==> src/rtl/pcm_pkg.sv <==
package pcm_pkg;
  localparam int SAMPLE_W = 16;
  localparam int COMP_W   = 8;

  typedef logic [SAMPLE_W-1:0] sample_t;

  typedef enum logic {
    MODE_COMPANDED = 1'b0,
    MODE_LINEAR    = 1'b1
  } word_mode_e;
endpackage

==> src/rtl/pcm_edge_sync.sv <==
module pcm_edge_sync #(
  parameter int N      = 2,
  parameter int STAGES = 2
) (
  input  logic         clk,
  input  logic         rst,
  input  logic [N-1:0] din,
  output logic [N-1:0] lvl,
  output logic [N-1:0] rise,
  output logic [N-1:0] fall
);
  for (genvar i = 0; i < N; i++) begin : g_ch
    logic [STAGES:0] sh;
    always_ff @(posedge clk) begin
      if (rst) sh <= '0;
      else     sh <= {sh[STAGES-1:0], din[i]};
    end
    assign lvl[i]  = sh[STAGES-1];
    assign rise[i] = sh[STAGES-1] & ~sh[STAGES];
    assign fall[i] = ~sh[STAGES-1] & sh[STAGES];
  end
endmodule

==> src/rtl/pcm_lock_mon.sv <==
module pcm_lock_mon #(
  parameter int FRAME_CYC      = 6250,
  parameter int FRAME_TOL      = 64,
  parameter int BCLK_STALL_CYC = 1024
) (
  input  logic clk,
  input  logic rst,
  input  logic pwrdn,
  input  logic fs_rise,
  input  logic fs_edge,
  input  logic bclk_edge,
  output logic locked,
  output logic pd_req
);
  localparam int GAP_MAX = 2 * FRAME_CYC;
  localparam int GW      = $clog2(GAP_MAX + 1);
  localparam int SW      = $clog2(BCLK_STALL_CYC + 1);
  localparam logic [GW-1:0] GAP_TOP = GW'(GAP_MAX);
  localparam logic [GW-1:0] WIN_LO  = GW'(FRAME_CYC - FRAME_TOL - 1);
  localparam logic [GW-1:0] WIN_HI  = GW'(FRAME_CYC + FRAME_TOL - 1);
  localparam logic [SW-1:0] ST_TOP  = SW'(BCLK_STALL_CYC);

  logic [GW-1:0] gap_q, idle_q;
  logic [SW-1:0] stall_q;
  logic [1:0]    good_q, good_n;
  logic          in_win;

  assign in_win = (gap_q >= WIN_LO) && (gap_q <= WIN_HI);

  always_comb begin
    good_n = good_q;
    if (fs_rise)               good_n = in_win ? ((good_q == 2'd2) ? 2'd2 : good_q + 2'd1) : 2'd0;
    else if (gap_q == GAP_TOP) good_n = 2'd0;
  end

  always_ff @(posedge clk) begin
    if (rst || pwrdn) begin
      gap_q   <= '0;
      idle_q  <= '0;
      stall_q <= '0;
      good_q  <= '0;
      locked  <= 1'b0;
      pd_req  <= pwrdn;
    end else begin
      if (fs_rise)                gap_q <= '0;
      else if (gap_q != GAP_TOP)  gap_q <= gap_q + 1'b1;
      if (fs_edge)                idle_q <= '0;
      else if (idle_q != GAP_TOP) idle_q <= idle_q + 1'b1;
      if (bclk_edge)              stall_q <= '0;
      else if (stall_q != ST_TOP) stall_q <= stall_q + 1'b1;
      good_q <= good_n;
      locked <= (good_n == 2'd2);
      pd_req <= (idle_q == GAP_TOP) || (stall_q == ST_TOP);
    end
  end
endmodule

==> src/rtl/pcm_shifter.sv <==
module pcm_shifter
  import pcm_pkg::*;
#(
  parameter int SAMPLE_BITS = SAMPLE_W,
  parameter int COMP_BITS   = COMP_W
) (
  input  logic                   clk,
  input  logic                   rst,
  input  logic                   pwrdn,
  input  logic                   lin_mode,
  input  logic [SAMPLE_BITS-1:0] tx_sample,
  input  logic                   fs_rise,
  input  logic                   bclk_rise,
  input  logic                   bclk_fall,
  input  logic                   sdin_s,
  input  logic                   locked,
  output logic                   sdout,
  output logic [SAMPLE_BITS-1:0] rx_sample,
  output logic                   rx_valid
);
  localparam int CW = $clog2(SAMPLE_BITS + 1);
  localparam int PAD = SAMPLE_BITS - COMP_BITS;
  localparam logic [CW-1:0] LEN_LIN = CW'(SAMPLE_BITS);
  localparam logic [CW-1:0] LEN_CMP = CW'(COMP_BITS);

  logic [SAMPLE_BITS-1:0] txsr, rxsr, rx_shift;
  logic [CW-1:0]          tx_left, rx_left;
  logic                   lin_q, bit_q;

  assign rx_shift = {rxsr[SAMPLE_BITS-2:0], sdin_s};

  always_ff @(posedge clk) begin
    if (rst) begin
      txsr <= '0; rxsr <= '0; tx_left <= '0; rx_left <= '0;
      lin_q <= MODE_COMPANDED; bit_q <= 1'b1; rx_valid <= 1'b0; rx_sample <= '0;
    end else if (pwrdn) begin
      tx_left <= '0; rx_left <= '0; bit_q <= 1'b1; rx_valid <= 1'b0;
    end else begin
      rx_valid <= 1'b0;
      if (fs_rise) begin
        lin_q   <= lin_mode;
        txsr    <= lin_mode ? tx_sample : {tx_sample[COMP_BITS-1:0], {PAD{1'b0}}};
        tx_left <= lin_mode ? LEN_LIN : LEN_CMP;
        rx_left <= lin_mode ? LEN_LIN : LEN_CMP;
        rxsr    <= '0;
        bit_q   <= 1'b1;
      end else begin
        if (bclk_rise) begin
          if (tx_left != '0) begin
            bit_q   <= txsr[SAMPLE_BITS-1];
            txsr    <= txsr << 1;
            tx_left <= tx_left - 1'b1;
          end else begin
            bit_q <= 1'b1;
          end
        end
        if (bclk_fall && (rx_left > tx_left)) begin
          rxsr    <= rx_shift;
          rx_left <= rx_left - 1'b1;
          if (rx_left == CW'(1)) begin
            rx_valid  <= 1'b1;
            rx_sample <= lin_q ? rx_shift : {{PAD{1'b0}}, rx_shift[COMP_BITS-1:0]};
          end
        end
      end
    end
  end

  always_ff @(posedge clk) begin
    if (rst)                  sdout <= 1'b1;
    else if (pwrdn || !locked) sdout <= 1'b1;
    else                      sdout <= bit_q;
  end
endmodule

==> src/rtl/pcm_port.sv <==
module pcm_port
  import pcm_pkg::*;
#(
  parameter int FRAME_CYC      = 6250,
  parameter int FRAME_TOL      = 64,
  parameter int BCLK_STALL_CYC = 1024
) (
  input  logic                clk,
  input  logic                rst,
  input  logic                pwrdn,
  input  logic                linear_mode,
  input  logic                bclk,
  input  logic                fsync,
  input  logic                sdin,
  input  logic [SAMPLE_W-1:0] tx_sample,
  output logic                sdout,
  output logic [SAMPLE_W-1:0] rx_sample,
  output logic                rx_valid,
  output logic                locked,
  output logic                pd_req
);
  logic [1:0] lvl, rise, fall;
  logic       fs_rise, fs_edge, bclk_rise, bclk_fall;
  logic       sd_m, sd_s;

  pcm_edge_sync #(.N(2), .STAGES(2)) u_sync (
    .clk(clk), .rst(rst), .din({fsync, bclk}),
    .lvl(lvl), .rise(rise), .fall(fall)
  );

  assign bclk_rise = rise[0];
  assign bclk_fall = fall[0];
  assign fs_rise   = rise[1];
  assign fs_edge   = rise[1] | fall[1];

  always_ff @(posedge clk) begin
    if (rst) begin sd_m <= 1'b0; sd_s <= 1'b0; end
    else     begin sd_m <= sdin; sd_s <= sd_m; end
  end

  pcm_lock_mon #(
    .FRAME_CYC(FRAME_CYC), .FRAME_TOL(FRAME_TOL), .BCLK_STALL_CYC(BCLK_STALL_CYC)
  ) u_lock (
    .clk(clk), .rst(rst), .pwrdn(pwrdn), .fs_rise(fs_rise), .fs_edge(fs_edge),
    .bclk_edge(bclk_rise | bclk_fall), .locked(locked), .pd_req(pd_req)
  );

  pcm_shifter #(.SAMPLE_BITS(SAMPLE_W), .COMP_BITS(COMP_W)) u_shift (
    .clk(clk), .rst(rst), .pwrdn(pwrdn), .lin_mode(linear_mode), .tx_sample(tx_sample),
    .fs_rise(fs_rise), .bclk_rise(bclk_rise), .bclk_fall(bclk_fall), .sdin_s(sd_s),
    .locked(locked), .sdout(sdout), .rx_sample(rx_sample), .rx_valid(rx_valid)
  );

  wire unused_lvl = &{1'b0, lvl};
endmodule

==> config.mk <==
export PLATFORM = sky130hd
export DESIGN_NAME = pcm_port
export DESIGN_NICKNAME = d
export VERILOG_FILES = /design/src/rtl/pcm_pkg.sv /design/src/rtl/pcm_edge_sync.sv /design/src/rtl/pcm_lock_mon.sv /design/src/rtl/pcm_shifter.sv /design/src/rtl/pcm_port.sv
export SDC_FILE = /design/constraint.sdc
export NUM_CORES = 1
export LEC_CHECK = 0
export BUFFER_PORTS_ARGS = -buffer_cell sky130_fd_sc_hd__buf_4
export CORE_UTILIZATION = 64
export CTS_CLUSTER_SIZE = 14
export DETAILED_ROUTE_END_ITERATION = 10
export HOLD_SLACK_MARGIN = 0.05
export PLACE_DENSITY = 0.85
export SLEW_MARGIN = 0
export SYNTH_ARGS = -nofsm -noshare
export SYNTH_HDL_FRONTEND = slang
export SYNTH_SLANG_ARGS = --single-unit
==> constraint.sdc <==
create_clock -name clk -period 4.84 [get_ports clk]
set_input_delay 0.726 -clock clk [delete_from_list [all_inputs] [get_ports clk]]
set_output_delay 0.726 -clock clk [all_outputs]
set_load 0.02 [all_outputs]
After elaboration in Yosys (flattened, before gate mapping)
Cells that the tools add are included.
{"block": "totals", "n_memories": 0, "rom_bits": 0, "ram_bits": 0, "elab_cells": 92, "register_bits": 112, "latch_bits": 0, "output_inout_bits": 20, "inputBits": 23}
{"block": "op_classes", "n_mux": 20, "shift": 0, "reduce_logical": 22, "n_bitwise": 13, "n_mul": 0, "eq_ne": 9, "add_sub_neg": 6, "magnitude_cmp": 3, "div_mod_pow": 0}
{"operator": "two-way mux 16 bit", "count": 5}
{"operator": "two-way mux 15 bit", "count": 2}
{"operator": "two-way mux 5 bit", "count": 6}
{"operator": "adder 14 x 1 -> 14 bit, second input constant", "count": 2}
{"operator": "equality test 14 bit, second input constant", "count": 2}
{"operator": "inequality test 14 bit, second input constant", "count": 2}
{"operator": "greater-or-equal comparator 14 x 13 -> 1 bit, second input constant", "count": 1}
{"operator": "less-or-equal comparator 14 x 13 -> 1 bit, second input constant", "count": 1}
{"operator": "adder 11 x 1 -> 11 bit, second input constant", "count": 1}
{"operator": "equality test 11 bit, second input constant", "count": 1}
{"operator": "inequality test 11 bit, second input constant", "count": 1}
{"operator": "OR reduction 2 bit", "count": 5}
{"operator": "subtractor 5 x 1 -> 5 bit, second input constant", "count": 2}
{"operator": "two-way mux 2 bit", "count": 4}
{"operator": "inverter 1 bit", "count": 7}
{"operator": "AND reduction 2 bit", "count": 3}
{"operator": "nonzero test 2 bit", "count": 3}
{"operator": "equality test 5 x 1 -> 1 bit, second input constant", "count": 1}
{"operator": "greater-than comparator 5 bit", "count": 1}
{"operator": "nonzero test 5 bit", "count": 1}
{"operator": "bitwise AND 1 bit", "count": 4}
{"operator": "equality test 2 bit, second input constant", "count": 2}
{"operator": "AND reduction 4 bit", "count": 1}
{"operator": "OR reduction 4 bit", "count": 1}
{"operator": "other kinds (8)", "count": 14}

Depth between registers and ports, before layout
Gate-level depths: netlist of the first run.
{"block": "depth", "word_depth": 5, "mapped_depth": 8, "depth_no_buf": 7}

By module
Synthesis of the first run repeated with hierarchy kept, for this count alone.
{"block": "hier_totals", "hier_cells": 570, "area_unflattened_um2": 5061.1}
{"mod": "pcm_shifter", "cells_per_inst": 313, "area_each_um2": 2776.4, "n_inst": 1}
{"mod": "pcm_lock_mon", "cells_per_inst": 233, "area_each_um2": 2021.9, "n_inst": 1}
{"mod": "pcm_edge_sync", "cells_per_inst": 18, "area_each_um2": 197.7, "n_inst": 1}
{"mod": "pcm_port", "cells_per_inst": 6, "area_each_um2": 65.1, "n_inst": 1}

Worst setup path before layout of the first run
Ideal clock, no wire load.
{"block": "synth_timing", "path_kind": "input to register", "startpoint": "input port pwrdn", "endpoint": "register u_shift.rx_sample[15]", "slack_ps": 2725, "setup_ps": 132, "required_time_ps": 4708, "path_buffers": 2, "stages": 7, "arrival_ps": 1983, "path_cell_list": "buf_2 nor2_1 nand4bb_1 a2111o_1 clkbuf_1 nand2_1 a21oi_1"}
{"block": "synth_between", "elab_chain_len": 2}
{"item": "from (decl)", "line_no": "pcm_port.sv:10", "source": "input logic pwrdn,"}
{"item": "inverter 1 bit (no line)"}
{"item": "AND reduction 4 bit (no line)"}
{"item": "to (signal assigned)", "line_no": "pcm_shifter.sv:62", "source": "rx_sample <= lin_q ? rx_shift : {{PAD{1'b0}}, rx_shift[COMP_BITS-1:0]};"}
{"item": "to (decl)", "line_no": "pcm_shifter.sv:18", "source": "output logic [SAMPLE_BITS-1:0] rx_sample,"}
No other way between the ends.
A chain may end at the register's enable or synchronous reset.

Final worst setup path of the first run
{"block": "layout_timing", "startpoint": "register u_sync.g_ch[1].sh[2]", "endpoint": "register u_shift.txsr[11]"}
{"block": "layout_between", "elab_chain_len": 4}
{"item": "from (decl)", "line_no": "pcm_edge_sync.sv:13", "source": "logic [STAGES:0] sh;"}
{"item": "from (signal assigned)", "line_no": "pcm_edge_sync.sv:16", "source": "else sh <= {sh[STAGES-1:0], din[i]};"}
{"item": "inverter 1 bit *", "line_no": "pcm_edge_sync.sv:19", "source": "assign rise[i] = sh[STAGES-1] & ~sh[STAGES];"}
{"item": "bitwise AND 1 bit *", "line_no": "pcm_edge_sync.sv:19"}
{"item": "nonzero test 2 bit (no line)"}
{"item": "AND reduction 3 bit (no line)"}
{"item": "to (signal assigned)", "line_no": "pcm_shifter.sv:42", "source": "txsr <= lin_mode ? tx_sample : {tx_sample[COMP_BITS-1:0], {PAD{1'b0}}};"}
{"item": "to (signal assigned)", "line_no": "pcm_shifter.sv:51", "source": "txsr <= txsr << 1;"}
{"item": "to (decl)", "line_no": "pcm_shifter.sv:26", "source": "logic [SAMPLE_BITS-1:0] txsr, rxsr, rx_shift;"}
Every way passes the cells marked *; elsewhere a longest branch is shown, timed or not.

==> results of run 1 <==
cells in the final DEF, fill, tap and decap left out, types with 5 or more instances in the layout:
| master | count |
|---|---|
| dfxtp_1 | 112 |
| and3_1 | 5 |
| o22ai_1 | 14 |
| nand4_1 | 5 |
| mux2i_1 | 12 |
| a21oi_1 | 37 |
| nand2_1 | 65 |
| xnor2_1 | 18 |
| buf_4 | 42 |
| clkbuf_8 | 10 |
| xor2_1 | 16 |
| a221oi_1 | 8 |
| nand3_1 | 26 |
| o21ai_0 | 5 |
| nor3_1 | 13 |
| ha_1 | 20 |
| inv_1 | 24 |
| o211ai_1 | 9 |
| nand2b_1 | 17 |
| or3_1 | 7 |
| nor2_1 | 61 |
| nor2b_1 | 8 |
worst max-delay path, delay by kind of cell, from the launching register on:
| family | cells | cell delay [ns] |
|---|---|---|
| DFF | 1 | 0.31 |
| buffers and inverters | 2 | 0.51 |
| AOI/OAI and AO/OA | 3 | 1.45 |
| adders and majority gates | 1 | 0.72 |
per-stage QoR:
stage / std cells / setup WS [ns] / power (uW) / area (um2)
floorplan: 557 / 2.72 / 1020 / 4970
global placement: 674 / 2.07 / 1040 / 5300
detailed placement: 674 / 1.85 / 1040 / 5300
CTS: 690 / 1.84 / 1550 / 5490
global route: 690 / 1.54 / 1610 / 5490
finish: 690 / 1.78 / 1550 / 5490
final timing paths:
check	start	end	cells after the start
max	u_sync.g_ch[1].sh[2]$_SDFF_PP0_	u_shift.txsr[11]$_SDFFE_PP0P_	6
min	u_sync.g_ch[0].sh[0]$_SDFF_PP0_	u_sync.g_ch[0].sh[1]$_SDFF_PP0_	1
max reg2reg	u_sync.g_ch[1].sh[2]$_SDFF_PP0_	u_shift.txsr[11]$_SDFFE_PP0P_	6
min reg2reg	u_sync.g_ch[0].sh[0]$_SDFF_PP0_	u_sync.g_ch[0].sh[1]$_SDFF_PP0_	1
registers in the layout (all words and copies together) (netlist names):
| register | cells |
|---|---|
| u_shift.bit_q | 1 |
| u_sync.g_ch.sh | 6 |
| u_shift.sdout | 1 |
| sd_s | 1 |
| u_shift.tx_left | 5 |
| u_lock.idle_q | 14 |
| u_shift.txsr | 16 |
| u_shift.rxsr | 15 |
| u_lock.good_q | 2 |
| u_lock.gap_q | 14 |
| u_lock.stall_q | 11 |
| u_lock.locked | 1 |
| u_lock.pd_req | 1 |
| u_shift.rx_valid | 1 |
| u_shift.rx_left | 5 |
| u_shift.rx_sample | 16 |
| u_shift.lin_q | 1 |
| sd_m | 1 |
logic make-up (layout without fill, tap and decap cells):
| family | after synthesis | after routing |
|---|---|---|
| simple gates | 235 | 235 |
| flops | 112 | 112 |
| compound gates | 95 | 95 |
| buf+inv | 48 | 82 |
| xor+xnor | 34 | 34 |
| fa+ha+maj | 20 | 20 |
| mux | 13 | 13 |
metal layers:
metal  up-vias  wire [um]
li1       2003          -
met1      1905       4440
met2       112       4760
met3        26        473
met4         0        244
met5         -          0
cell type report:
type	instances	area (um2)
flip-flops and latches	112	2240
fillers	556	1880
clock buffers	10	138
multi-input cells	397	2530
clock inverters	6	47.5
well taps	99	124
repair buffers	42	315
inverters	24	90.1
power by group through the flow:
stage	combinational, uW	clock (uW)	sequential (uW)
after floorplan	57.8	0	958
after global placement	81.9	0	959
after detailed placement	83.8	0	959
after CTS	84.5	532	938
after global routing	93.9	573	940
final	85.3	523	938
==> impl_metrics.toml, run 1 <==
[status]
outcome = "finished, final reports clean"

[global_route]
grt_use_met2 = 0.419
grt_use_met3 = 0.0406
grt_pass1_wl_um = 16600
grt_overflow = 0
grt_pass1_vias = 3749
track_usage = 0.249
grt_max_degree = 64
grt_busiest_layer = "met2"
antenna_found_initial = 0
grtUsageMet1 = 0.314

[synthesis]
synth_top_family_by_area = "simple AND/OR/NAND/NOR gates"
synth_mux_area_frac = 0.0264
yosys.area_share.simple = 0.237
netlist_area_um2 = 4970
synth_fp_nets = 600
ys_async_sr_fraction = 0
synth_top_flop_cell = "dfxtp_1"
ys_seq_area_frac = 0.451
synthMostInstantiatedCell = "dfxtp_1"
synth_top_area_share = 0.451
synth.avg_cell_area_um2 = 8.92
synth_xor_area_frac = 0.0599
postSynthRegisterBits = 112
synth_area_leaders = "dfxtp_1, ha_1, nand2_1"
synthAdderAreaFrac = 0.0504
synth_edf_count = 0
synth-compound-area-share = 0.135
yosysTopAreaCell = "dfxtp_1"
synthDistinctLibCells = 60
yosysWarnings = 0
synth_common_cells = "dfxtp_1, nand2_1, nor2_1"
synth_cells = 557

[setup_path]
crit_type = "register to register"
startpoint_type = "register"
slowest_stage = "a21oi_1"
end_kind = "register"
reg2reg_slack_ns = 1.78
crit_path_max_incr_delay_ns = 1.00
crit_fanout = 25
crit_arrival_ns = 3.37
cp_data_required_time_ns = 5.15
path_cells = "inv_1 > ha_1 > inv_1 > a21oi_1 > o211ai_1 > a21oi_1"

[pwr]
power_frac_comb = 0.055
clkPwrFrac = 0.338
intPower_uw = 1170
seq_power_share = 0.607
p_sw_frac = 0.242
cellLeakagePower_uw = 0.00195
p_sw_uw = 374
powerDensity_nw_per_um2 = 282
peakVddDrop_mv = 0.191

[floorplan]
fp.dieArea_um2 = 8120
core_um2 = 7370
initial_core_util = 0.674
ios = 43
row_count = 31
fp.dieW_um = 90.1
die_h_um = 90.1

[timing]
max_slew.worst_pin.slew_ns = 1.16
rsz0062_at_grt = "false"
finalSetupViolCount = 0
drv_slew = 0
setup_tns_ns = 0
maxSlewHeadroom = 0.229
timing.hold.ws_ns = 0.445
min_period_over_period = 0.633
fmax_mhz = 327
finalClockSkew_ns = 0.0134
fin_crit_ns = 3.06
hold_viol_final = 0

[final_layout]
insertedDiodeCount = 0
fin_nets = 629
drive_gt1_frac = 0.122
area.growth.synth_to_final_pct = 10.4
final_util = 0.744

[cts]
cts.path.max_buffers = 2
cts_buffers = 9
clkSlewWorstSetupHoldPaths_ns = 0.11
cts_sinks = 112
ctsRootBufferMaster = "clkbuf_8"
clkLatencyLatePin_ns = 0.37
cts_setup_buffers = 0
cts_tree = "built"
holdBufCountCts = 0
htreeDepth = 3
cts.repair.resized = 0

[placement]
io_buffers = 42
routabilityCongestion = 0.804
hpwl_um = 6760

[detailed_routing]
wl_per_cell_um = 14.4
drt_iter0_drc = 152
routed_wl_um = 9920
drt_first_pass_iters = 5
viasPerCell = 5.86
drc = 0
detail-route-antenna-nets = 0
vias = 4046

[job]
maxCapViolations = 0

[hold_path]
hold_class = "register to register"
(Power assumes the default switching activity.)
==> run 2: changes to the inputs <==
--- a/config.mk
+++ b/config.mk
@@ -6,11 +6,11 @@
 export NUM_CORES = 1
 export LEC_CHECK = 0
 export BUFFER_PORTS_ARGS = -buffer_cell sky130_fd_sc_hd__buf_4
-export CORE_UTILIZATION = 64
+export CORE_UTILIZATION = 53
 export CTS_CLUSTER_SIZE = 14
 export DETAILED_ROUTE_END_ITERATION = 10
 export HOLD_SLACK_MARGIN = 0.05
-export PLACE_DENSITY = 0.85
+export PLACE_DENSITY = 0.75
 export SLEW_MARGIN = 0
 export SYNTH_ARGS = -nofsm -noshare
 export SYNTH_HDL_FRONTEND = slang
==> constraint.sdc (replaced) <==
create_clock -name clk -period 2.5 [get_ports clk]
set_input_delay 0.375 -clock clk [delete_from_list [all_inputs] [get_ports clk]]
set_output_delay 0.375 -clock clk [all_outputs]
set_load 0.02 [all_outputs]
==> impl_metrics.toml, run 2 (same netlist as run 1, synthesis figures left out) <==
[placement]
io_buffers = 42
dp_slack_ns = 0.262
hpwl_um = 6910
routabilityCongestion = 0.812
placed_area_um2 = 5360

[timing]
finalSetupViolCount = 0
max_slew.worst_pin.slew_ns = 0.796
setup_ws_ns = 0.259
finalClockSkew_ns = 0.0125
min_period_over_period = 0.896
maxSlewHeadroom = 0.467
setup_tns_ns = 0
hold_viol_final = 0
drv_slew = 0
rsz0062_at_grt = "false"
fmax_mhz = 446
fin_crit_ns = 2.24

[final_layout]
fill_cells = 778
final_util = 0.627
fin_nets = 635
area.growth.synth_to_final_pct = 12.1
insertedDiodeCount = 0
final_common_cell = "dfxtp_1"
final_area_um2 = 5570
mostFrequentLayoutCells = "dfxtp_1, nand2_1, nor2_1"
multi_input_area_um2 = 2530
ff_latch_area_um2 = 2240
reg_top3 = "u_shift.rx_sample (16), u_shift.txsr (16), u_shift.rxsr (15)"
drive_gt1_frac = 0.132

[floorplan]
initial_core_util = 0.559
fp.dieArea_um2 = 9770
fp.dieW_um = 98.8
core_um2 = 8890
row_count = 34
ios = 43
die_h_um = 98.8

[detailed_routing]
drt_iter0_drc = 162
drt_first_pass_iters = 4
wl_per_cell_um = 13.6
vias = 3917
drc = 0
detail-route-antenna-nets = 0
viasPerCell = 5.56
routed_wl_um = 9570

[setup_path]
critPathBufInv = 1
crit_arrival_ns = 2.52
cp_data_required_time_ns = 2.77
crit_family = "compound AO/OA/AOI/OAI gates"
end_kind = "register"
slowest_stage = "dfxtp_1"
startpoint_type = "register"
path_cells = "inv_1 > ha_1 > and3_4 > o21ai_1 > a21oi_2 > nand2_1 > o32ai_1"
crit_fanout = 15
crit_type = "register to register"
crit_path_max_incr_delay_ns = 0.45

[cts]
htreeDepth = 3
cts_tree = "built"
clkSlewWorstSetupHoldPaths_ns = 0.10
cts_buffers = 9
clkLatencyLatePin_ns = 0.37
cts_sinks = 112
cts.path.max_buffers = 2
ctsRootBufferMaster = "clkbuf_8"
holdBufCountCts = 0

[status]
outcome = "finished, final reports clean"

[global_route]
grt_pass1_vias = 3703
grt_overflow = 0
grt_max_degree = 49
antenna_found_initial = 0
grt_pass1_wl_um = 16600
track_usage = 0.208

[pwr]
cellLeakagePower_uw = 0.00200
peakVddDrop_mv = 0.313
powerDensity_nw_per_um2 = 557

[hold_path]
hold_class = "input port to register"

[job]
maxCapViolations = 0
[run 2: path summary, 6_finish.rpt]
kind                                     end                       startpoint  slack [ns]  cells past startpoint
max reg2reg     u_shift.rxsr[0]$_SDFFE_PP0P_  u_shift.tx_left[3]$_SDFFE_PP0P_        0.26                      7
max             u_shift.rxsr[0]$_SDFFE_PP0P_  u_shift.tx_left[3]$_SDFFE_PP0P_        0.26                      7
min reg2reg         u_shift.sdout$_SDFF_PP1_         u_lock.locked$_SDFF_PP0_        0.42                      1
min          u_sync.g_ch[0].sh[0]$_SDFF_PP0_                             bclk        0.21                      2
[run 2: through the flow]
stage	cells	total power, uW	hold WS (ns)
4_1_cts	705	3140	0.197
3_5_place_dp	689	2030	0.406
5_1_grt	705	3250	0.195
3_3_place_gp	689	2020	0.415
2_1_floorplan	557	1970	0.414
6_report	705	3100	0.215
[run 2: cell type report]
cell class / instances / area share
Clock buffer: 9 / 0.0222
Clock inverter: 7 / 0.0153
Inverter: 24 / 0.0162
Multi-Input combinational cell: 397 / 0.455
Sequential cell: 112 / 0.403
Tap cell: 108 / 0.0243
Timing Repair Buffer: 48 / 0.0647
[run 2: metal layers]
metal  track usage  share of wire
met5             0              0
met4        0.0597         0.0090
met3        0.0504          0.026
met2         0.358           0.50
met1         0.258           0.47
[run 2: power by group]
part	switching (uW)	total, uW	internal, uW
clock network	629	1110	485
logic	98.8	170	71.2
registers	14.5	1820	1800
[run 2: repair_timing]
item | 4_1_cts | 5_1_grt
gates resized for setup | 0 | 1
setup endpoints to repair | 0 | 7
setup buffers | 0 | 0
